`config.mk`:
```
export PLATFORM = sky130hd
export DESIGN_NAME = gpio_irq_router
export DESIGN_NICKNAME = d
export VERILOG_FILES = /design/src/rtl/gpir_pkg.sv /design/src/rtl/gpir_sync.sv /design/src/rtl/gpir_detect.sv /design/src/rtl/gpir_route.sv /design/src/rtl/gpio_irq_router.sv
export SDC_FILE = /design/constraint.sdc
export NUM_CORES = 1
export LEC_CHECK = 0
export BUFFER_PORTS_ARGS = -buffer_cell sky130_fd_sc_hd__buf_2
export CELL_PAD_IN_SITES_DETAIL_PLACEMENT = 0
export CELL_PAD_IN_SITES_GLOBAL_PLACEMENT = 1
export CORE_ASPECT_RATIO = 2
export CORE_MARGIN = 2
export CORE_UTILIZATION = 48
export CTS_CLUSTER_SIZE = 40
export DETAILED_ROUTE_END_ITERATION = 10
export PLACE_DENSITY = 0.85
export SLEW_MARGIN = 40
export SYNTH_ARGS = -nofsm -noshare
export SYNTH_HDL_FRONTEND = slang
export SYNTH_SLANG_ARGS = --single-unit
```
`constraint.sdc`:
```
create_clock -name clk -period 3.8 [get_ports clk]
set_input_delay 0.38 -clock clk [delete_from_list [all_inputs] [get_ports clk]]
set_output_delay 0.38 -clock clk [all_outputs]
set_load 0.02 [all_outputs]
```
`src/rtl/gpir_pkg.sv`:
```
package gpir_pkg;
  localparam int REG_STRIDE = 8;
  localparam int OFF_DIR    = 0;
  localparam int OFF_OUT    = 1;
  localparam int OFF_IN     = 2;
  localparam int OFF_IEN    = 3;
  localparam int OFF_TRIG   = 4;
  localparam int OFF_ROUTE  = 5;
  localparam int TRIG_W     = 4;

  typedef enum logic [TRIG_W-1:0] {
    TRIG_RISE = 4'd1,
    TRIG_FALL = 4'd2,
    TRIG_BOTH = 4'd3,
    TRIG_HIGH = 4'd4,
    TRIG_LOW  = 4'd8
  } trig_e;
endpackage

```
`src/rtl/gpir_sync.sv`:
```
module gpir_sync #(
  parameter int W = 16
) (
  input  logic         clk,
  input  logic         rst,
  input  logic [W-1:0] d,
  output logic [W-1:0] q
);
  logic [W-1:0] meta_q, sync_q;

  always_ff @(posedge clk) begin
    if (rst) begin
      meta_q <= '0;
      sync_q <= '0;
    end else begin
      meta_q <= d;
      sync_q <= meta_q;
    end
  end

  assign q = sync_q;
endmodule

```
`src/rtl/gpir_detect.sv`:
```
module gpir_detect
  import gpir_pkg::*;
#(
  parameter int NPIN = 16
) (
  input  logic                        clk,
  input  logic                        rst,
  input  logic [NPIN-1:0]             lvl,
  input  logic [NPIN-1:0][TRIG_W-1:0] trig,
  input  logic [NPIN-1:0]             clr,
  output logic [NPIN-1:0]             st
);
  logic [NPIN-1:0] prev_q, st_q, st_d;

  always_ff @(posedge clk) begin
    if (rst) prev_q <= '0;
    else     prev_q <= lvl;
  end

  for (genvar i = 0; i < NPIN; i++) begin : g_pin
    logic rise, fall, keep, is_edge;
    assign rise    = lvl[i] & ~prev_q[i];
    assign fall    = ~lvl[i] & prev_q[i];
    assign keep    = st_q[i] & ~clr[i];
    assign is_edge = (trig[i] == TRIG_RISE) || (trig[i] == TRIG_FALL) ||
                     (trig[i] == TRIG_BOTH);

    always_comb begin
      case (trig[i])
        TRIG_RISE: st_d[i] = rise | keep;
        TRIG_FALL: st_d[i] = fall | keep;
        TRIG_BOTH: st_d[i] = rise | fall | keep;
        TRIG_HIGH: st_d[i] = lvl[i];
        TRIG_LOW:  st_d[i] = ~lvl[i];
        default:   st_d[i] = 1'b0;
      endcase
    end

    always_ff @(posedge clk) begin
      if (rst) st_q[i] <= 1'b0;
      else     st_q[i] <= st_d[i];
    end

    // high-level status tracks the level seen one cycle earlier
    p_level_high_r6: assert property (@(posedge clk) disable iff (rst)
      (trig[i] == TRIG_HIGH) |=> (st_q[i] == $past(lvl[i])));

    // unsupported codes never produce status
    p_invalid_quiet_r8: assert property (@(posedge clk) disable iff (rst)
      (!is_edge && trig[i] != TRIG_HIGH && trig[i] != TRIG_LOW) |=> !st_q[i]);

    // a set edge bit survives until cleared or re-coded
    p_sticky_r9: assert property (@(posedge clk) disable iff (rst)
      (is_edge && st_q[i] && !clr[i]) |=> (st_q[i] || !$past(is_edge) ||
        !((trig[i] == TRIG_RISE) || (trig[i] == TRIG_FALL) || (trig[i] == TRIG_BOTH))));
  end

  assign st = st_q;
endmodule

```
`src/rtl/gpir_route.sv`:
```
module gpir_route #(
  parameter int NPIN     = 16,
  parameter int NUM_OUTS = 4,
  parameter int OUT_W    = 2
) (
  input  logic                       clk,
  input  logic                       rst,
  input  logic [NPIN-1:0]            st,
  input  logic [NPIN-1:0]            ien,
  input  logic [NPIN-1:0][OUT_W-1:0] route,
  output logic [NUM_OUTS-1:0][NPIN-1:0] routed_st,
  output logic [NUM_OUTS-1:0]        irq
);
  logic [NUM_OUTS-1:0] irq_q;

  for (genvar o = 0; o < NUM_OUTS; o++) begin : g_out
    for (genvar b = 0; b < NPIN; b++) begin : g_bit
      assign routed_st[o][b] = st[b] & (route[b] == OUT_W'(o));
    end

    always_ff @(posedge clk) begin
      if (rst) irq_q[o] <= 1'b0;
      else     irq_q[o] <= |(routed_st[o] & ien);
    end

    // an output rises only from a routed, enabled status bit
    p_irq_source_r10: assert property (@(posedge clk) disable iff (rst)
      $rose(irq_q[o]) |-> $past(|(st & ien)));

    // with every enable cleared, outputs go quiet
    p_irq_masked_r11: assert property (@(posedge clk) disable iff (rst)
      (ien == '0) |=> !irq_q[o]);
  end

  assign irq = irq_q;
endmodule

```
`src/rtl/gpio_irq_router.sv`:
```
module gpio_irq_router
  import gpir_pkg::*;
#(
  parameter int NUM_PORTS     = 2,
  parameter int PINS_PER_PORT = 8,
  parameter int NUM_OUTS      = 4,
  parameter int ADDR_W        = 6,
  parameter int DATA_W        = 32,
  localparam int NPIN      = NUM_PORTS * PINS_PER_PORT,
  localparam int OUT_W     = (NUM_OUTS > 1) ? $clog2(NUM_OUTS) : 1,
  localparam int STAT_BASE = NUM_PORTS * REG_STRIDE
) (
  input  logic              clk,
  input  logic              rst,
  input  logic              wr_en,
  input  logic              rd_en,
  input  logic [ADDR_W-1:0] addr,
  input  logic [DATA_W-1:0] wdata,
  output logic [DATA_W-1:0] rdata,
  input  logic [NPIN-1:0]   pin_in,
  output logic [NPIN-1:0]   pin_out,
  output logic [NPIN-1:0]   pin_oe,
  output logic [NUM_OUTS-1:0] irq
);
  localparam int P = PINS_PER_PORT;

  logic [NPIN-1:0]              dir_q, out_q, ien_q, lvl, st, clr;
  logic [NPIN-1:0][TRIG_W-1:0]  trig_q;
  logic [NPIN-1:0][OUT_W-1:0]   route_q;
  logic [NUM_OUTS-1:0][NPIN-1:0] routed_st;
  logic [DATA_W-1:0]            rd_mux, rdata_q;

  function automatic logic hit(input logic [ADDR_W-1:0] a, input int idx);
    return a == ADDR_W'(idx);
  endfunction

  // configuration registers
  always_ff @(posedge clk) begin
    if (rst) begin
      dir_q   <= '0;
      out_q   <= '0;
      ien_q   <= '0;
      trig_q  <= '0;
      route_q <= '0;
    end else if (wr_en) begin
      for (int p = 0; p < NUM_PORTS; p++) begin
        if (hit(addr, p*REG_STRIDE + OFF_DIR)) dir_q[p*P +: P] <= wdata[P-1:0];
        if (hit(addr, p*REG_STRIDE + OFF_OUT)) out_q[p*P +: P] <= wdata[P-1:0];
        if (hit(addr, p*REG_STRIDE + OFF_IEN)) ien_q[p*P +: P] <= wdata[P-1:0];
        for (int i = 0; i < P; i++) begin
          if (hit(addr, p*REG_STRIDE + OFF_TRIG))
            trig_q[p*P+i] <= wdata[TRIG_W*i +: TRIG_W];
          if (hit(addr, p*REG_STRIDE + OFF_ROUTE))
            route_q[p*P+i] <= wdata[OUT_W*i +: OUT_W];
        end
      end
    end
  end

  // write-one-to-clear applies only to pins routed to the addressed output
  always_comb begin
    clr = '0;
    for (int o = 0; o < NUM_OUTS; o++)
      if (wr_en && hit(addr, STAT_BASE + o))
        for (int b = 0; b < NPIN; b++)
          if (wdata[b] && route_q[b] == OUT_W'(o)) clr[b] = 1'b1;
  end

  gpir_sync #(.W(NPIN)) u_sync (
    .clk(clk), .rst(rst), .d(pin_in), .q(lvl)
  );

  gpir_detect #(.NPIN(NPIN)) u_detect (
    .clk(clk), .rst(rst), .lvl(lvl), .trig(trig_q), .clr(clr), .st(st)
  );

  gpir_route #(.NPIN(NPIN), .NUM_OUTS(NUM_OUTS), .OUT_W(OUT_W)) u_route (
    .clk(clk), .rst(rst), .st(st), .ien(ien_q), .route(route_q),
    .routed_st(routed_st), .irq(irq)
  );

  // read multiplexer
  always_comb begin
    rd_mux = '0;
    for (int p = 0; p < NUM_PORTS; p++) begin
      if (hit(addr, p*REG_STRIDE + OFF_DIR)) rd_mux[P-1:0] = dir_q[p*P +: P];
      if (hit(addr, p*REG_STRIDE + OFF_OUT)) rd_mux[P-1:0] = out_q[p*P +: P];
      if (hit(addr, p*REG_STRIDE + OFF_IN))  rd_mux[P-1:0] = lvl[p*P +: P];
      if (hit(addr, p*REG_STRIDE + OFF_IEN)) rd_mux[P-1:0] = ien_q[p*P +: P];
      for (int i = 0; i < P; i++) begin
        if (hit(addr, p*REG_STRIDE + OFF_TRIG))
          rd_mux[TRIG_W*i +: TRIG_W] = trig_q[p*P+i];
        if (hit(addr, p*REG_STRIDE + OFF_ROUTE))
          rd_mux[OUT_W*i +: OUT_W] = route_q[p*P+i];
      end
    end
    for (int o = 0; o < NUM_OUTS; o++)
      if (hit(addr, STAT_BASE + o)) rd_mux[NPIN-1:0] = routed_st[o];
  end

  always_ff @(posedge clk) begin
    if (rst)        rdata_q <= '0;
    else if (rd_en) rdata_q <= rd_mux;
  end

  assign rdata   = rdata_q;
  assign pin_out = out_q;
  assign pin_oe  = dir_q;

  // the input register lags the pins by exactly the synchroniser depth
  p_sync_depth_r2: assert property (@(posedge clk) disable iff (rst || $past(rst) || $past(rst, 2))
    lvl == $past(pin_in, 2));

  // pad controls move only on a bus write
  p_pads_hold_r1: assert property (@(posedge clk) disable iff (rst)
    !$past(wr_en) |-> ($stable(pin_oe) && $stable(pin_out)));
endmodule

```
==> impl_metrics.env, run 1 <==
export IMPL_outcome="complete, no violations"
export IMPL_hold_violations=0
export IMPL_die_area_um2=27400
export IMPL_dp_hpwl_mm=36.1
export IMPL_cts_root_buf="clkbuf_16"
export IMPL_power_leakage_nw=5.05
export IMPL_worstHoldStart="pin_in[1]"
export IMPL_worstReg2RegEnd="rdata[0]"
export IMPL_synthCells=1570
export IMPL_ir_worst_vdd_mv=0.352
export IMPL_tns_ns=0
export IMPL_finalNonFillerCells=1974
export IMPL_ys_types=68
export IMPL_htreeDepth=1
export IMPL_synthTopCellsByArea="dfxtp_1 39%, nand2_1 7.1%, a21oi_1 5.6%"
export IMPL_gr_total_overflow=0
export IMPL_drt_wirelength_per_cell_um=25.0
export IMPL_critPathSlowestCell="or2_1"
export IMPL_yosysTopAreaCellShare_pct=39.1
export IMPL_yosys_area_top_type="dfxtp_1"
export IMPL_reg2regPathDepth=5
export IMPL_dieHeight_um=232
export IMPL_crit_type="input port to flip-flop"
export IMPL_io_pins=126
export IMPL_initial_core_util_pct=48.7
export IMPL_ctsResizeCount=0
export IMPL_antenna_found_initial=0
export IMPL_core_area_um2=25700
export IMPL_synth_async_reset_ratio_pct=0
export IMPL_regArea_um2=4880
export IMPL_antenna_left=0
export IMPL_dpl_cell_count=1933
export IMPL_cp_common_cell="buf_4"
export IMPL_grt_util_all_layers_pct=35.1
export IMPL_p_per_area_nw_per_um2=405
export IMPL_hold_class="input port to flip-flop"
export IMPL_cts_tree="done"
export IMPL_post_cts_setup_buffer_count=0
export IMPL_wirelength_mm=49.4
export IMPL_ctsHoldBuffers=0
export IMPL_ys_warn_count=0
export IMPL_fmax_ghz=0.426
export IMPL_post_route_min_period_ns=2.35
export IMPL_cp_data_arrival_time_ns=2.81
export IMPL_max_stage_delay_ns=0.50
export IMPL_vias=12368
export IMPL_grt_pass1_vias=11674
export IMPL_firstDrtPassIters=6
export IMPL_cts_made_buffers=23
export IMPL_cp_data_required_time_ns=4.26
export IMPL_dr_first_iter_drc_count=1139
export IMPL_grt_max_degree=150
export IMPL_port_buffers=125
export IMPL_finalSetupViolations=0
export IMPL_syn_to_final_growth_pct=12.7
export IMPL_layout_nets=1708
export IMPL_clk_pin_slew_ns=0.07
export IMPL_finalCritPeriodShare_pct=61.8
export IMPL_synth_fp_nets=1660
export IMPL_layout_drive_gt1_share_pct=13.6
export IMPL_place_gp_congestion=1.01
export IMPL_antenna_cells=0
export IMPL_drv_cap=0
export IMPL_clock_skew_ns=0.0127
export IMPL_yosysMostFrequentCell="dfxtp_1"
export IMPL_synth_edf_count=0
export IMPL_die_w_um=118
export IMPL_syn_area_per_cell_um2=7.96
export IMPL_synth_commonest_cells="244 x dfxtp_1, 235 x nand2_1, 152 x nor2_1"
export IMPL_rsz0062_at_grt="false"
export IMPL_grt_pass1_wl_mm=72.7
export IMPL_rows=83
export IMPL_cts_buffer_depth=3
export IMPL_relSlewSlack_pct=44.7
export IMPL_ys_ff_latch=244
export IMPL_critPathMaxFanout=33
export IMPL_worstPathCellList="buf_2, or2_1, nor4_4, buf_4, and2_1, buf_4, nand2_1, a21oi_1"
export IMPL_r2r_slack_ns=1.59
export IMPL_netlist_area_um2=12500
export IMPL_cts_sinks=244
export IMPL_viasPerCell=6.27
export IMPL_holdPathEnd="u_sync.meta_q[1]"
export IMPL_report_final_slew_viol_count=0
export IMPL_tightest_slew_ns=0.827
export IMPL_synth_ff_type="dfxtp_1"
export IMPL_reg2reg_from="ien_q[0]"
export IMPL_critPathCaptureType="flip-flop"
export IMPL_hold_depth=2
export IMPL_n_fill_cell=2483
export IMPL_post_route_drc_count=0
export IMPL_start_kind="input port"
export IMPL_multi_input_area_um2=6840
export IMPL_ys_seq_area_share_pct=39.1
export IMPL_clk_latency_ns=0.53
[final cells by class]
cell class	instances	area share, %
flip-flops and latches	244	34.7
well taps	340	3.02
multi-input cells	1143	48.5
clock buffers	33	4.85
repair buffers	161	6.49
inverters	45	1.20
clock inverters	8	1.24
[critical path: cells and delay by family]
kind                   cells  cell delay (ns)
and+or+nand+nor            4             1.06
buffers and inverters      3             1.17
AOI/OAI and AO/OA          1             0.15
[routing by layer]
metal | share of wire, % | up-vias | track usage, %
met5 | 0 | - | 0
met4 | 8.9 | 0 | 27.6
met3 | 5.4 | 174 | 3.34
met2 | 51 | 589 | 63.2
met1 | 35 | 5929 | 37.1
li1 | - | 5676 | -
[through the flow]
stage / cell area, um2 / util [%] / total power, mW / hold slack (ns) / worst slack, ns
6_report: 14100 / 54.9 / 5.71 / 0.0550 / 1.45
5_1_grt: 14100 / 54.9 / 5.84 / 0.0536 / 1.29
4_1_cts: 14100 / 54.9 / 5.72 / 0.0491 / 1.45
3_5_place_dp: 13200 / 51.6 / 3.10 / 0.422 / 0.908
3_3_place_gp: 13200 / 51.6 / 3.10 / 0.416 / 0.941
2_1_floorplan: 12500 / - / 2.94 / 0.414 / 1.64
[power by group]
group	switching (mW)	internal (mW)
clock	1.06	1.59
sequential	0.0400	2.60
combinational	0.286	0.129
[layout by cell type, fill, tap and decap left out, types with 6 or more instances in the layout]
cell,synthesis,routed
a211oi_1,22,22
mux4_2,9,9
ha_1,32,32
buf_2,22,124
nand4_1,42,42
a22oi_1,13,13
xnor2_1,33,33
a31oi_1,37,37
dfxtp_1,244,244
nand2b_1,25,25
clkbuf_16,0,23
a21oi_1,140,140
a222oi_1,9,9
nand2_1,235,235
buf_4,7,35
mux2i_1,38,38
a221oi_1,35,35
o22ai_1,9,9
nand3_1,98,98
nor2_1,152,152
clkbuf_8,0,7
or4_1,17,17
nor4_1,6,6
nor2b_1,38,38
o21ai_0,21,21
nor3_1,35,35
nand4b_1,22,22
inv_1,45,45
and2_1,6,6
[how the worst max path moves through the flow]
stage	from	end	slack (ns)	cells past startpoint
after global routing	addr[1]	trig_q[39]	1.29	8
after global placement	addr[1]	rdata[12]	0.94	8
after CTS	addr[1]	rdata[12]	1.45	8
final	addr[1]	trig_q[37]	1.45	8
after detailed placement	addr[1]	trig_q[37]	0.91	8
after floorplan	addr[2]	rdata[1]	1.64	9
[cell families (layout without fill, tap and decap cells)]
family          count (synthesis)  after routing  share of synthesized area [%]
simple gates                  706            706                           27.7
compound gates                325            325                           16.8
flops                         244            244                           39.1
buf+inv                       183            247                           6.22
mux                            47             47                           4.66
xor+xnor                       33             33                           2.31
fa+ha+maj                      32             32                           3.20
[flip-flops by register name, summed over array words and instances (netlist names)]
register         flops
ien_q               16
pin_oe              16
pin_out             16
rdata               32
route_q             32
trig_q              64
u_detect.prev_q     16
u_detect.st         16
u_route.irq          4
u_sync.meta_q       16
u_sync.q            16
Note: power is estimated with default switching activity, not from simulation.
==> run 2: changes to the inputs <==
--- a/config.mk
+++ b/config.mk
@@ -10,10 +10,10 @@
 export CELL_PAD_IN_SITES_GLOBAL_PLACEMENT = 1
 export CORE_ASPECT_RATIO = 2
 export CORE_MARGIN = 2
-export CORE_UTILIZATION = 48
+export CORE_UTILIZATION = 44
 export CTS_CLUSTER_SIZE = 40
 export DETAILED_ROUTE_END_ITERATION = 10
-export PLACE_DENSITY = 0.85
+export PLACE_DENSITY = 0.79
 export SLEW_MARGIN = 40
 export SYNTH_ARGS = -nofsm -noshare
 export SYNTH_HDL_FRONTEND = slang
==> constraint.sdc (replaced) <==
create_clock -name clk -period 2.39 [get_ports clk]
set_input_delay 0.239 -clock clk [delete_from_list [all_inputs] [get_ports clk]]
set_output_delay 0.239 -clock clk [all_outputs]
set_load 0.02 [all_outputs]
==> impl_metrics.env, run 2 (synthesis gave the netlist of run 1 again) <==
export IMPL_cts_made_buffers=24
export IMPL_critPathMaxFanout=5
export IMPL_reg2reg_from="u_sync.q[2]"
export IMPL_clk_latency_ns=0.54
export IMPL_drv_cap=0
export IMPL_ir_worst_vdd_mv=0.725
export IMPL_cts_buffer_depth=3
export IMPL_critPathSlowestCell="dfxtp_1"
export IMPL_report_final_slew_viol_count=0
export IMPL_die_w_um=123
export IMPL_most_common_layout_cells="244 x dfxtp_1, 235 x nand2_1, 152 x nor2_1, 140 x a21oi_1, 124 x buf_2"
export IMPL_final_core_util_pct=52.6
export IMPL_dpl_cell_count=1992
export IMPL_grt_util_all_layers_pct=34.4
export IMPL_finalNonFillerCells=2068
export IMPL_dieHeight_um=242
export IMPL_wl_met3_mm=2.96
export IMPL_hold_ws_ns=0.0101
export IMPL_design_area_um2=14800
export IMPL_wirelength_mm=52.0
export IMPL_grt_max_degree=102
export IMPL_power_leakage_nw=5.40
export IMPL_largest_reg_flops=64
export IMPL_post_cts_setup_buffer_count=0
export IMPL_post_route_drc_count=0
export IMPL_viasPerCell=6.08
export IMPL_rows=87
export IMPL_worst_slack_ns=0.379
export IMPL_dr_max_layer_used="met5"
export IMPL_antenna_left=0
export IMPL_p_per_area_nw_per_um2=602
export IMPL_layout_nets=1784
export IMPL_initial_core_util_pct=44.5
export IMPL_power_mw=8.90
export IMPL_routedLengthMet1_mm=18.0
export IMPL_cts_sinks=244
export IMPL_place_gp_congestion=1.03
export IMPL_outcome="complete, no violations"
export IMPL_cp_data_required_time_ns=2.86
export IMPL_port_buffers=125
export IMPL_tns_ns=0
export IMPL_dp_hpwl_mm=38.4
export IMPL_cp_data_arrival_time_ns=2.48
export IMPL_post_route_min_period_ns=2.01
export IMPL_top_register="trig_q"
export IMPL_gr_total_overflow=0
export IMPL_vias=12574
export IMPL_reg2regPathDepth=6
export IMPL_holdPathEnd="trig_q[42]"
export IMPL_finalSetupViolations=0
export IMPL_placedInstanceArea_um2=13600
export IMPL_layout_drive_gt1_share_pct=15.7
export IMPL_io_pins=126
export IMPL_preCtsSetupSlack_ns=-0.123
export IMPL_max_stage_delay_ns=0.60
export IMPL_grt_pass1_vias=12226
export IMPL_tightest_slew_ns=0.758
export IMPL_core_area_um2=28100
export IMPL_firstDrtPassIters=8
export IMPL_worstReg2RegEnd="u_detect.st[2]"
export IMPL_hold_depth=3
export IMPL_die_area_um2=29900
export IMPL_dr_first_iter_drc_count=1070
export IMPL_drt_wirelength_per_cell_um=25.1
export IMPL_grt_pass1_wl_mm=76.1
export IMPL_hold_class="input port to flip-flop"
export IMPL_r2r_slack_ns=0.38
export IMPL_cts_tree="done"
export IMPL_antenna_cells=0
export IMPL_worstPathCellList="inv_1, ha_1, a211oi_1, a221oi_1, or4_1, a31oi_1"
export IMPL_hold_violations=0
export IMPL_mostFrequentLayoutCell="dfxtp_1"
export IMPL_fmax_ghz=0.497
export IMPL_syn_to_final_growth_pct=18.2
export IMPL_critPathCaptureType="flip-flop"
export IMPL_antenna_found_initial=1
export IMPL_htreeDepth=1
export IMPL_finalCritPeriodShare_pct=84.1
export IMPL_rsz0062_at_grt="false"
export IMPL_worstHoldStart="wdata[10]"
export IMPL_start_kind="flip-flop"
export IMPL_clock_skew_ns=0.0141
export IMPL_dr_wl_met2_mm=25.9
export IMPL_cts_root_buf="clkbuf_16"
export IMPL_clk_pin_slew_ns=0.06
export IMPL_crit_type="flip-flop to flip-flop"
export IMPL_relSlewSlack_pct=48.2
run 2: how the worst max path moves through the flow:
stage / startpoint / endpoint / depth (start not counted)
after global placement: addr[4] / rdata[13] / 10
after detailed placement: addr[4] / rdata[13] / 10
after floorplan: addr[2] / rdata[1] / 9
final: u_sync.q[2] / u_detect.st[2] / 6
after CTS: u_sync.q[4] / u_detect.st[4] / 6
after global routing: u_sync.q[2] / u_detect.st[2] / 6
run 2: critical path, delay by kind of cell, from the launching register on:
family | cells | cell delay, ns
flops | 1 | 0.60
buf+inv | 1 | 0.13
simple gates | 1 | 0.40
compound gates | 3 | 0.50
fa+ha+maj | 1 | 0.31
run 2: area by class of cell:
type                       count  area, um2
clock buffer                  31        688
clock inverter                13        126
fill                        2770      13300
inverter                      45        169
multi-input combinational   1143       6840
sequential                   244       4880
tap                          356        445
timing repair buffer         236       1620
run 2: metal layers:
metal  track usage [%]  up-vias
li1                  -     5838
met1              35.9     5978
met2              59.2      541
met3              4.64      215
met4              28.5        2
met5                 0        -
run 2: report_power, final:
| group | switching, mW | internal, mW |
|---|---|---|
| registers | 0.0638 | 4.13 |
| clock network | 1.71 | 2.26 |
| logic | 0.473 | 0.267 |
run 2: what timing repair did:
action | in CTS | in global routing
gates resized for setup | 0 | 0
setup endpoints to repair | 0 | 0
hold endpoints to repair | 48 | 0
hold buffers | 32 | 0
